**src/rtl/aux_req_pkg.sv**
```systemverilog
package aux_req_pkg;
  localparam int HDR_BYTES   = 4;
  localparam int MAX_PAYLOAD = 16;
  localparam int MSG_BYTES   = HDR_BYTES + MAX_PAYLOAD;
  localparam int LEN_W       = 5;
  localparam int MLEN_W      = $clog2(MSG_BYTES + 1);

  localparam logic [1:0] KIND_NRD = 2'd0;
  localparam logic [1:0] KIND_NWR = 2'd1;

  localparam logic [3:0] CMD_NWR    = 4'h8;
  localparam logic [3:0] CMD_NRD    = 4'h9;
  localparam logic [3:0] CMD_I2C_WR = 4'h0;
  localparam logic [3:0] CMD_I2C_RD = 4'h1;
  localparam logic [3:0] CMD_MOT    = 4'h4;

  localparam logic [1:0] ST_OK      = 2'd0;
  localparam logic [1:0] ST_TIMEOUT = 2'd1;
  localparam logic [1:0] ST_BUSY    = 2'd2;
  localparam logic [1:0] ST_FAULT   = 2'd3;

  localparam logic [1:0] RP_ACK   = 2'd0;
  localparam logic [1:0] RP_DEFER = 2'd2;

  typedef logic signed [7:0] result_t;
  localparam result_t RES_REJECT  = -8'sd1;
  localparam result_t RES_IO      = -8'sd5;
  localparam result_t RES_PROTO   = -8'sd71;
  localparam result_t RES_TIMEOUT = -8'sd110;
  localparam result_t RES_REMOTE  = -8'sd121;

  typedef enum logic [1:0] {ACT_FINISH, ACT_AGAIN, ACT_DEFER} act_e;
endpackage

```
**src/rtl/aux_hdr_build.sv**
```systemverilog
module aux_hdr_build
  import aux_req_pkg::*;
(
  input  logic [1:0]               kind,
  input  logic [15:0]              addr,
  input  logic [LEN_W-1:0]         len,
  input  logic                     i2c_read,
  input  logic                     i2c_stop,
  input  logic                     i2c_addr_only,
  input  logic [MAX_PAYLOAD*8-1:0] wdata,
  output logic [MSG_BYTES*8-1:0]   msg,
  output logic [MLEN_W-1:0]        msg_len
);
  logic                     is_i2c, is_wr;
  logic [3:0]               cmd;
  logic [7:0]               size_byte;
  logic [LEN_W-1:0]         len_m1;
  logic [LEN_W:0]           total;
  logic [MAX_PAYLOAD*8-1:0] pay_flat;

  always_comb begin
    is_i2c = kind[1];
    is_wr  = (kind == KIND_NWR);
    len_m1 = len - 1'b1;
    total  = {1'b0, len} + (LEN_W+1)'(HDR_BYTES);
    if (is_i2c) begin
      cmd = i2c_read ? CMD_I2C_RD : CMD_I2C_WR;
      if (!i2c_stop) cmd = cmd | CMD_MOT;
      if (i2c_addr_only) begin
        size_byte = 8'h30;
        msg_len   = MLEN_W'(HDR_BYTES);
      end else if (i2c_read) begin
        size_byte = 8'h40;
        msg_len   = MLEN_W'(HDR_BYTES);
      end else begin
        size_byte = 8'h50;
        msg_len   = MLEN_W'(HDR_BYTES + 1);
      end
    end else if (is_wr) begin
      cmd       = CMD_NWR;
      size_byte = {total[3:0], len_m1[3:0]};
      msg_len   = MLEN_W'(total);
    end else begin
      cmd       = CMD_NRD;
      size_byte = {4'h4, len_m1[3:0]};
      msg_len   = MLEN_W'(HDR_BYTES);
    end
  end

  for (genvar i = 0; i < MAX_PAYLOAD; i++) begin : g_pay
    localparam bit FIRST = (i == 0);
    logic en;
    assign en = (is_wr && (LEN_W'(i) < len)) ||
                (FIRST && is_i2c && !i2c_read && !i2c_addr_only);
    assign pay_flat[i*8 +: 8] = en ? wdata[i*8 +: 8] : 8'h00;
  end

  assign msg = {pay_flat, size_byte, cmd, 4'h0, addr};
endmodule

```
**src/rtl/aux_reply_decode.sv**
```systemverilog
module aux_reply_decode
  import aux_req_pkg::*;
(
  input  logic             is_i2c,
  input  logic             is_wr,
  input  logic [LEN_W-1:0] len,
  input  logic [1:0]       status,
  input  logic [7:0]       reply,
  input  logic [LEN_W-1:0] rx_len,
  input  logic             last,
  output act_e             act,
  output result_t          result,
  output logic             take_byte
);
  logic [1:0]       nat, i2cf;
  logic [LEN_W-1:0] cap, clamped;
  logic             again, wait_more;

  always_comb begin
    nat       = reply[5:4];
    i2cf      = reply[7:6];
    cap       = is_i2c ? LEN_W'(1) : len;
    clamped   = (rx_len > cap) ? cap : rx_len;
    again     = 1'b0;
    wait_more = 1'b0;
    take_byte = 1'b0;
    result    = RES_IO;
    act       = ACT_FINISH;
    case (status)
      ST_TIMEOUT: result = RES_TIMEOUT;
      ST_FAULT:   result = RES_IO;
      ST_BUSY:    again  = 1'b1;
      default: begin
        if (!is_i2c) begin
          if (nat == RP_ACK)
            result = is_wr ? result_t'({3'b000, len}) : result_t'({3'b000, clamped});
          else if (nat == RP_DEFER)
            wait_more = 1'b1;
          else if (is_wr)
            result = RES_IO;
          else
            result = (clamped == '0) ? RES_PROTO : RES_IO;
        end else begin
          if (nat == RP_ACK) begin
            if (i2cf == RP_ACK) begin
              result    = result_t'({3'b000, clamped});
              take_byte = 1'b1;
            end else if (i2cf == RP_DEFER) begin
              wait_more = 1'b1;
            end else begin
              result = RES_REMOTE;
            end
          end else if (nat == RP_DEFER) begin
            wait_more = 1'b1;
          end else begin
            result = RES_REMOTE;
          end
        end
      end
    endcase
    if (again || wait_more) begin
      if (last) result = is_i2c ? RES_REMOTE : RES_IO;
      else      act    = again ? ACT_AGAIN : ACT_DEFER;
    end
  end
endmodule

```
**src/rtl/aux_defer_timer.sv**
```systemverilog
module aux_defer_timer #(
  parameter int TICKS = 400
) (
  input  logic clk,
  input  logic rst_n,
  input  logic run,
  input  logic tick,
  output logic expire
);
  localparam int CW = (TICKS < 2) ? 1 : $clog2(TICKS + 1);
  logic [CW-1:0] cnt;

  assign expire = run && tick && (cnt == CW'(TICKS - 1));

  always_ff @(posedge clk) begin
    if (!rst_n)     cnt <= '0;
    else if (!run)  cnt <= '0;
    else if (tick)  cnt <= cnt + 1'b1;
  end
endmodule

```
**src/rtl/aux_requester.sv**
```systemverilog
module aux_requester
  import aux_req_pkg::*;
#(
  parameter int DEFER_TICKS = 400,
  parameter int MAX_TRIES   = 4
) (
  input  logic                          clk,
  input  logic                          rst_n,
  input  logic                          req_valid,
  output logic                          req_ready,
  input  logic [1:0]                    req_kind,
  input  logic [15:0]                   req_addr,
  input  logic [4:0]                    req_len,
  input  logic                          req_i2c_read,
  input  logic                          req_i2c_stop,
  input  logic                          req_i2c_addr_only,
  input  logic [127:0]                  req_wdata,
  input  logic                          tick,
  output logic                          eng_start,
  output logic [159:0]                  eng_msg,
  output logic [4:0]                    eng_msg_len,
  input  logic                          eng_done,
  input  logic [1:0]                    eng_status,
  input  logic [7:0]                    eng_reply,
  input  logic [4:0]                    eng_rx_len,
  input  logic [7:0]                    eng_rx_byte,
  output logic                          done_valid,
  output logic [7:0]                    done_result,
  output logic [7:0]                    done_data
);
  localparam int TW = $clog2(MAX_TRIES + 1);

  typedef enum logic [2:0] {S_IDLE, S_START, S_WAIT_ENG, S_DEFER, S_RESP} state_e;

  state_e                   st;
  logic [1:0]               r_kind;
  logic [15:0]              r_addr;
  logic [LEN_W-1:0]         r_len;
  logic                     r_rd, r_stop, r_ao;
  logic [MAX_PAYLOAD*8-1:0] r_wdata;
  logic [TW-1:0]            tries;
  result_t                  r_res;
  logic [7:0]               r_data;

  logic    accept, too_long, last, expire, take_byte;
  act_e    act;
  result_t dec_res;

  assign req_ready   = (st == S_IDLE);
  assign eng_start   = (st == S_START);
  assign done_valid  = (st == S_RESP);
  assign done_result = r_res;
  assign done_data   = r_data;

  assign accept   = req_valid && req_ready;
  assign too_long = (req_kind == KIND_NWR) && (req_len > LEN_W'(MAX_PAYLOAD));
  assign last     = (tries == TW'(MAX_TRIES));

  aux_hdr_build u_hdr (
    .kind(r_kind), .addr(r_addr), .len(r_len), .i2c_read(r_rd),
    .i2c_stop(r_stop), .i2c_addr_only(r_ao), .wdata(r_wdata),
    .msg(eng_msg), .msg_len(eng_msg_len)
  );

  aux_reply_decode u_dec (
    .is_i2c(r_kind[1]), .is_wr(r_kind == KIND_NWR), .len(r_len),
    .status(eng_status), .reply(eng_reply), .rx_len(eng_rx_len),
    .last(last), .act(act), .result(dec_res), .take_byte(take_byte)
  );

  aux_defer_timer #(.TICKS(DEFER_TICKS)) u_tmr (
    .clk(clk), .rst_n(rst_n), .run(st == S_DEFER), .tick(tick), .expire(expire)
  );

  always_ff @(posedge clk) begin
    if (!rst_n) begin
      st      <= S_IDLE;
      r_kind  <= '0;
      r_addr  <= '0;
      r_len   <= '0;
      r_rd    <= 1'b0;
      r_stop  <= 1'b0;
      r_ao    <= 1'b0;
      r_wdata <= '0;
      tries   <= '0;
      r_res   <= '0;
      r_data  <= '0;
    end else begin
      case (st)
        S_IDLE: if (accept) begin
          r_kind  <= req_kind;
          r_addr  <= req_addr;
          r_len   <= req_len;
          r_rd    <= req_i2c_read;
          r_stop  <= req_i2c_stop;
          r_ao    <= req_i2c_addr_only;
          r_wdata <= req_wdata;
          tries   <= '0;
          r_data  <= '0;
          if (too_long) begin
            r_res <= RES_REJECT;
            st    <= S_RESP;
          end else begin
            st    <= S_START;
          end
        end
        S_START: begin
          tries <= tries + 1'b1;
          st    <= S_WAIT_ENG;
        end
        S_WAIT_ENG: if (eng_done) begin
          case (act)
            ACT_AGAIN: st <= S_START;
            ACT_DEFER: st <= S_DEFER;
            default: begin
              r_res  <= dec_res;
              r_data <= (take_byte && r_rd && !r_ao) ? eng_rx_byte : 8'h00;
              st     <= S_RESP;
            end
          endcase
        end
        S_DEFER: if (expire) st <= S_START;
        default: st <= S_IDLE;
      endcase
    end
  end

  AST_ONE_OUTSTANDING: assert property (@(posedge clk) disable iff (!rst_n)
    accept |=> !req_ready);
  AST_START_PULSE: assert property (@(posedge clk) disable iff (!rst_n)
    eng_start |=> !eng_start);
  AST_REJECT_NO_START: assert property (@(posedge clk) disable iff (!rst_n)
    (accept && too_long) |=> (done_valid && !eng_start));
  AST_FAIL_FAST: assert property (@(posedge clk) disable iff (!rst_n)
    (st == S_WAIT_ENG && eng_done && eng_status == ST_TIMEOUT) |=>
      (done_valid && done_result == RES_TIMEOUT));
  AST_BUSY_RESTART: assert property (@(posedge clk) disable iff (!rst_n)
    (st == S_WAIT_ENG && eng_done && eng_status == ST_BUSY && !last) |=> eng_start);
  AST_DEFER_NEEDS_TICK: assert property (@(posedge clk) disable iff (!rst_n)
    (st == S_DEFER && !tick) |=> !eng_start);
  AST_TRIES_BOUND: assert property (@(posedge clk) disable iff (!rst_n)
    tries <= TW'(MAX_TRIES));
endmodule

```
**config.mk**
```make
export PLATFORM = sky130hd
export DESIGN_NAME = aux_requester
export DESIGN_NICKNAME = d
export VERILOG_FILES = /design/src/rtl/aux_req_pkg.sv /design/src/rtl/aux_hdr_build.sv /design/src/rtl/aux_reply_decode.sv /design/src/rtl/aux_defer_timer.sv /design/src/rtl/aux_requester.sv
export SDC_FILE = /design/constraint.sdc
export NUM_CORES = 1
export LEC_CHECK = 0
export BUFFER_PORTS_ARGS = -buffer_cell sky130_fd_sc_hd__buf_2
export CAP_MARGIN = 30
export CORE_UTILIZATION = 30
export CTS_CLUSTER_DIAMETER = 40
export CTS_CLUSTER_SIZE = 14
export DETAILED_ROUTE_END_ITERATION = 12
export PLACE_DENSITY = 0.57
export SYNTH_ARGS = -nofsm -noshare
export SYNTH_HDL_FRONTEND = slang
export SYNTH_SLANG_ARGS = --single-unit
```
**constraint.sdc**
```tcl
create_clock -name clk -period 2.5 [get_ports clk]
set_input_delay 0.25 -clock clk [delete_from_list [all_inputs] [get_ports clk]]
set_output_delay 0.25 -clock clk [all_outputs]
set_load 0.02 [all_outputs]
```
## After elaboration in Yosys (flattened, before gate mapping)

Cells that the tools add are included.

| word-level totals | value |
|---|---|
| flip-flop bits (word level) | 185 |
| output and inout bits | 184 |
| word-level logic and storage cells | 174 |
| input bits | 182 |

| cells by class | value |
|---|---|
| $lt $le $gt $ge | 18 |
| reduce and logical (&&, ||, !) cells | 43 |
| eq/ne operators | 20 |
| $add $sub $neg | 4 |
| muxes and demuxes | 77 |

Operator list:

| kind | count |
|---|---|
| $mux 8 | 34 |
| $pmux 8 s2 | 3 |
| $lt 4x5->1 const A | 8 |
| $mux 5 | 7 |
| $mux 7 | 5 |
| $logic_and 1x1->1 | 24 |
| $lt 3x5->1 const A | 4 |
| $mux 3 | 6 |
| $mux 1 | 15 |
| $pmux 3 s2 | 2 |
| $pmux 3 s4 | 1 |
| $eq 2x2->1 const B | 5 |
| $lt 1x5->1 const A | 2 |
| $lt 2x5->1 const A | 2 |
| $add 9x1->9 const B | 1 |
| $eq 9x9->1 const B | 1 |
| $eq 2x1->1 const B | 4 |
| $eq 3x2->1 const B | 2 |
| $eq 3x3->1 const B | 2 |
| $mux 2 | 3 |
| $ne 2x2->1 const B | 3 |
| $reduce_and 2->1 | 3 |
| $add 5x3->5 const B | 1 |
| $gt 5x5->1 | 1 |
| 17 further kinds | 23 |

## Longest topological paths before layout

| logic depth | value |
|---|---|
| word-level depth | 15 |
| mapped depth | 11 |
| gate-level depth less buffers | 11 |

## Modules after synthesis

Synthesis repeated with hierarchy kept, for this count alone.

| second synthesis, totals | value |
|---|---|
| cell total of the unflattened synthesis | 1139 |
| area, all modules | 9201.3 µm² |

Modules (own cells, without submodules):

| module | area an instance (µm²) | instances | cells each |
|---|---|---|---|
| aux_requester | 6770.2 | 1 | 779 |
| aux_hdr_build | 1372.6 | 1 | 219 |
| aux_reply_decode | 645.6 | 1 | 94 |
| aux_defer_timer | 412.9 | 1 | 47 |

## Worst setup path after synthesis

OpenSTA, ideal clock, no wires.

| timing path | value |
|---|---|
| path kind | reg-to-reg |
| start | reg r_kind[1] |
| end | reg r_res[2], in the netlist done_result[2] |
| cell stages (with the launch flop) | 12 |
| buffers on the path | 2 |
| period minus slack after synthesis | 2.433 ns |
| arrival | 2.358 ns |
| path slack | 0.067 ns |
| library setup time | 0.074 ns |
| cell sequence | dfxtp_1 > inv_2 > clkbuf_1 > nand2_1 > ha_1 > nand2b_1 > a211o_1 > o2bb2ai_1 > buf_6 > mux2i_1 > a211o_1 > a31oi_1 |

| on the way | value |
|---|---|
| cells in the longest elaborated chain, start to end | 12 |

RTL lines:

| element | RTL line | RTL |
|---|---|---|
| start: declaration | aux_requester.sv:36 | `logic [1:0] r_kind;` |
| start signal: assignment | aux_requester.sv:91 | `r_kind <= req_kind;` |
| $mux 5 | aux_reply_decode.sv:22 | `cap = is_i2c ? LEN_W'(1) : len;` |
| $gt 5x5->1 | aux_reply_decode.sv:23 | `clamped = (rx_len > cap) ? cap : rx_len;` |
| $mux 5 | aux_reply_decode.sv:23 |  |
| $mux 5 or $mux 8 (tied branches) | aux_reply_decode.sv:36, aux_reply_decode.sv:45 |  |
| $mux 8 (on tied branches) | aux_reply_decode.sv:35, aux_reply_decode.sv:44 |  |
| $mux 8 | aux_reply_decode.sv:34 | `if (!is_i2c) begin` |
| $pmux 8 s2 | aux_reply_decode.sv:29 | `case (status)` |
| $mux 8 | aux_reply_decode.sv:62 | `if (last) result = is_i2c ? RES_REMOTE : RES_IO;` |
| $mux 8 | aux_reply_decode.sv:61 | `if (again \|\| wait_more) begin` |
| $mux 8 | aux_requester.sv:112 | `case (act)` |
| $mux 8 | aux_requester.sv:111 | `S_WAIT_ENG: if (eng_done) begin` |
| $pmux 8 s2 | aux_requester.sv:89 | `case (st)` |
| end signal: assignment | aux_requester.sv:116 | `r_res <= dec_res;` |
| end: declaration | aux_requester.sv:42 | `result_t r_res;` |

Several ways; a longest one is shown, not always the timed one. The select of a mux whose other input is x is not followed.
A chain may end at the register's enable or synchronous reset.

## Worst setup path after layout

| timing path | value |
|---|---|
| start | reg r_kind[1] |
| end | out eng_msg[50] |

| on the way | value |
|---|---|
| cells in the longest elaborated chain, start to end | 3 |

RTL lines:

| element | RTL line | RTL |
|---|---|---|
| $eq 2x1->1 | aux_hdr_build.sv:23 | `is_wr = (kind == KIND_NWR);` |
| $logic_and 1x1->1 | aux_hdr_build.sv:53 | `assign en = (is_wr && (LEN_W'(i) < len)) \|\|` |
| $mux 8 | aux_hdr_build.sv:55 | `assign pay_flat[i*8 +: 8] = en ? wdata[i*8 +: 8] : 8'h00;` |
| end: declaration | aux_requester.sv:20 | `output logic [159:0] eng_msg,` |

Every way passes these cells.

==> qor.yml <==
power_and_ir_drop:
  ir_worst_vdd_v: 0.000457
  power_density_nw_per_um2: 715
  leakagePower_nw: 5.10
global_route:
  grt_pass1_vias: 7908
  grt_overflow: 0
  grt_max_degree: 97
  track_usage_pct: 18.8
  antenna_found_initial: 5
  grt_pass1_wl_um: 42400
timing:
  tightest_slew_ns: 0.704
  worst_slack_ns: 0.206
  setup_viol: 0
  hold_slack_ns: 0.0415
  hold_viol_final: 0
  slew_violations: 0
  slew_headroom_pct: 53.0
  timing.setup.tns_ns: 0
  min_period_ns: 2.29
  finalClockSkew_ns: 0.0176
  min_period_over_period_pct: 91.7
  rsz0062_at_grt: "false"
  timing.fmax_mhz: 436
cts:
  path_clk_slew_ns: 0.08
  cts_tree: "done"
  root_buffer: "clkbuf_16"
  clock-sinks: 185
  clock_latency_ns: 0.44
  clk_path_buf_depth: 2
  numCtsBuffers: 17
  post_cts.repair.setup_buffers: 0
  htreeDepth: 4
die:
  start_util_pct: 30.4
  core.rowCount: 61
  die_y_um: 170
  die_x_um: 170
  dieArea_um2: 28800
  core_um2: 27700
  io_pins: 366
detailed_routing:
  viasPerCell: 4.62
  drt-initial-drc-count: 463
  routedWlPerCell_um: 14.9
  ant_nets: 0
  first_pass_iters: 5
  wirelength_um: 27400
  route.detailed.drc: 0
  vias: 8497
run_status:
  status: "finished, final reports clean"
placed_design:
  place.gp.congestion: 0.876
  postPlaceCellArea_um2: 10600
  io_buffers: 356
  place_hpwl_um: 19700
  post-place-ws_ns: -0.0664
yosys:
  syn_avg_cell_area_um2: 7.61
  synth-seq-cells: 185
  synth-edff-count: 0
  async_flop_share_pct: 0
  syn_inst: 1109
  ys_seq_area_share_pct: 43.9
  synth_area_um2: 8430
  yosysUniqueCellTypes: 61
  synth-main-ff-cell: "dfxtp_1"
  yosys_warnings: 0
worst_setup_path:
  crit_chain: "inv_2 -> nand2_4 -> nor2_1 -> buf_4 -> a21o_2 -> and2_1 -> buf_2"
  slowest_delay_ns: 0.36
  endpoint_kind: "output pin"
  crit_arrival_ns: 2.04
  cp_slowest_cell: "dfxtp_2"
  required_ns: 2.25
  crit_type: "register to output pin"
  worstSetupStartpointType: "register"
  critical_path.max_fanout: 11
cells_and_area:
  most-common-layout-cells: "356 x buf_2, 329 x nand2_1, 184 x dfxtp_1"
  final_common_cell: "buf_2"
  fin_area_um2: 11200
  drive_gt1_share_pct: 30.2
  area_growth_pct: 32.9
  nets: 1640
flow_run:
  maxCapViolCount: 0
min_path:
  holdCritPathClass: "input pin to register"
==> area by class of cell <==
cell class              instances  area (um^2)
flip-flops and latches        185         3700
repair buffers                393         2130
inverters                      17         66.3
well taps                     378          473
fillers                      2986        16500
multi-input cells             833         4300
diodes                          1         2.50
clock buffers                  23          458
clock inverters                 9         71.3
==> repair_timing <==
item / 4_1_cts / 5_1_grt
hold buffers: 0 / 0
pin swaps: 0 / 0
endpoints found under the setup margin: 28 / 47
gates resized for setup: 5 / 7
cloned: 0 / 0
==> worst max-delay path: cells and delay by family (launching register included) <==
family,cells,cell delay [ns]
buffers and inverters,3,0.55
flip-flops,1,0.36
AND/OR/NAND/NOR,3,0.47
AO/OA/AOI/OAI,1,0.22
==> final timing paths <==
check	endpoint	cells after the start	start	slack [ns]
worst max register to register	done_result[4]	9	r_kind[1]	0.22
worst max-delay path	eng_msg[50]	7	r_kind[1]	0.21
worst min-delay path	r_addr[14]	3	req_addr[14]	0.04
worst min register to register	r_wdata[48]	2	r_wdata[48]	0.45
==> sequential cells by signal (all words and copies together) (netlist names), 3 cells and up <==
name	flops
done_data	8
r_addr	16
done_result	8
st	3
tries	3
r_len	5
u_tmr.cnt	9
r_wdata	128
==> synthesized netlist by cell type (6+ instances only) <==
cell	count	area share, %
a22oi_1	9	0.80
a31oi_1	8	0.59
nor3_1	10	0.59
buf_2	13	0.77
nand2_1	330	15
buf_6	12	1.6
ha_1	11	1.6
xnor2_1	6	0.62
clkbuf_1	40	1.8
a21oi_1	175	10
nor2_1	43	1.9
nand3_1	9	0.53
nor2b_1	21	1.6
xor2_1	6	0.62
and2_1	116	8.6
dfxtp_1	185	44
o21ai_0	8	0.47
buf_4	10	0.89
inv_1	16	0.71
==> stage by stage <==
step,utilization (%),cells,power [mW]
2_1_floorplan,-,1113,4.90
3_3_place_gp,38.4,1806,5.54
3_5_place_dp,38.4,1806,5.57
4_1_cts,40.3,1838,8.12
5_1_grt,40.5,1838,8.52
6_report,40.5,1839,8.01
==> kinds of logic after synthesis <==
kind of cell | after synthesis | synth area share (%)
AO/OA/AOI/OAI | 238 | 15.8
XOR/XNOR | 12 | 1.25
adder cells (fa/ha/maj) | 11 | 1.63
buffers and inverters | 95 | 5.93
flip-flops | 185 | 43.9
multiplexers | 4 | 0.475
other | 1 | 0.0445
AND/OR/NAND/NOR | 563 | 30.9
==> where the power goes <==
part / leakage (nW) / internal [mW] / switching, mW / total, mW
sequential: 1.51 / 3.30 / 0.197 / 3.50
clock: 0.236 / 1.30 / 1.21 / 2.51
combinational: 3.35 / 0.720 / 1.29 / 2.01
total: 5.10 / 5.32 / 2.69 / 8.01
==> per-layer routing <==
metal	track usage, %	share of wire, %
met1	23.3	44
met2	31.1	47
met3	5.92	7.5
met4	5.48	1.5
met5	0	0.14
No activity file was read; power rests on OpenSTA's default activity.
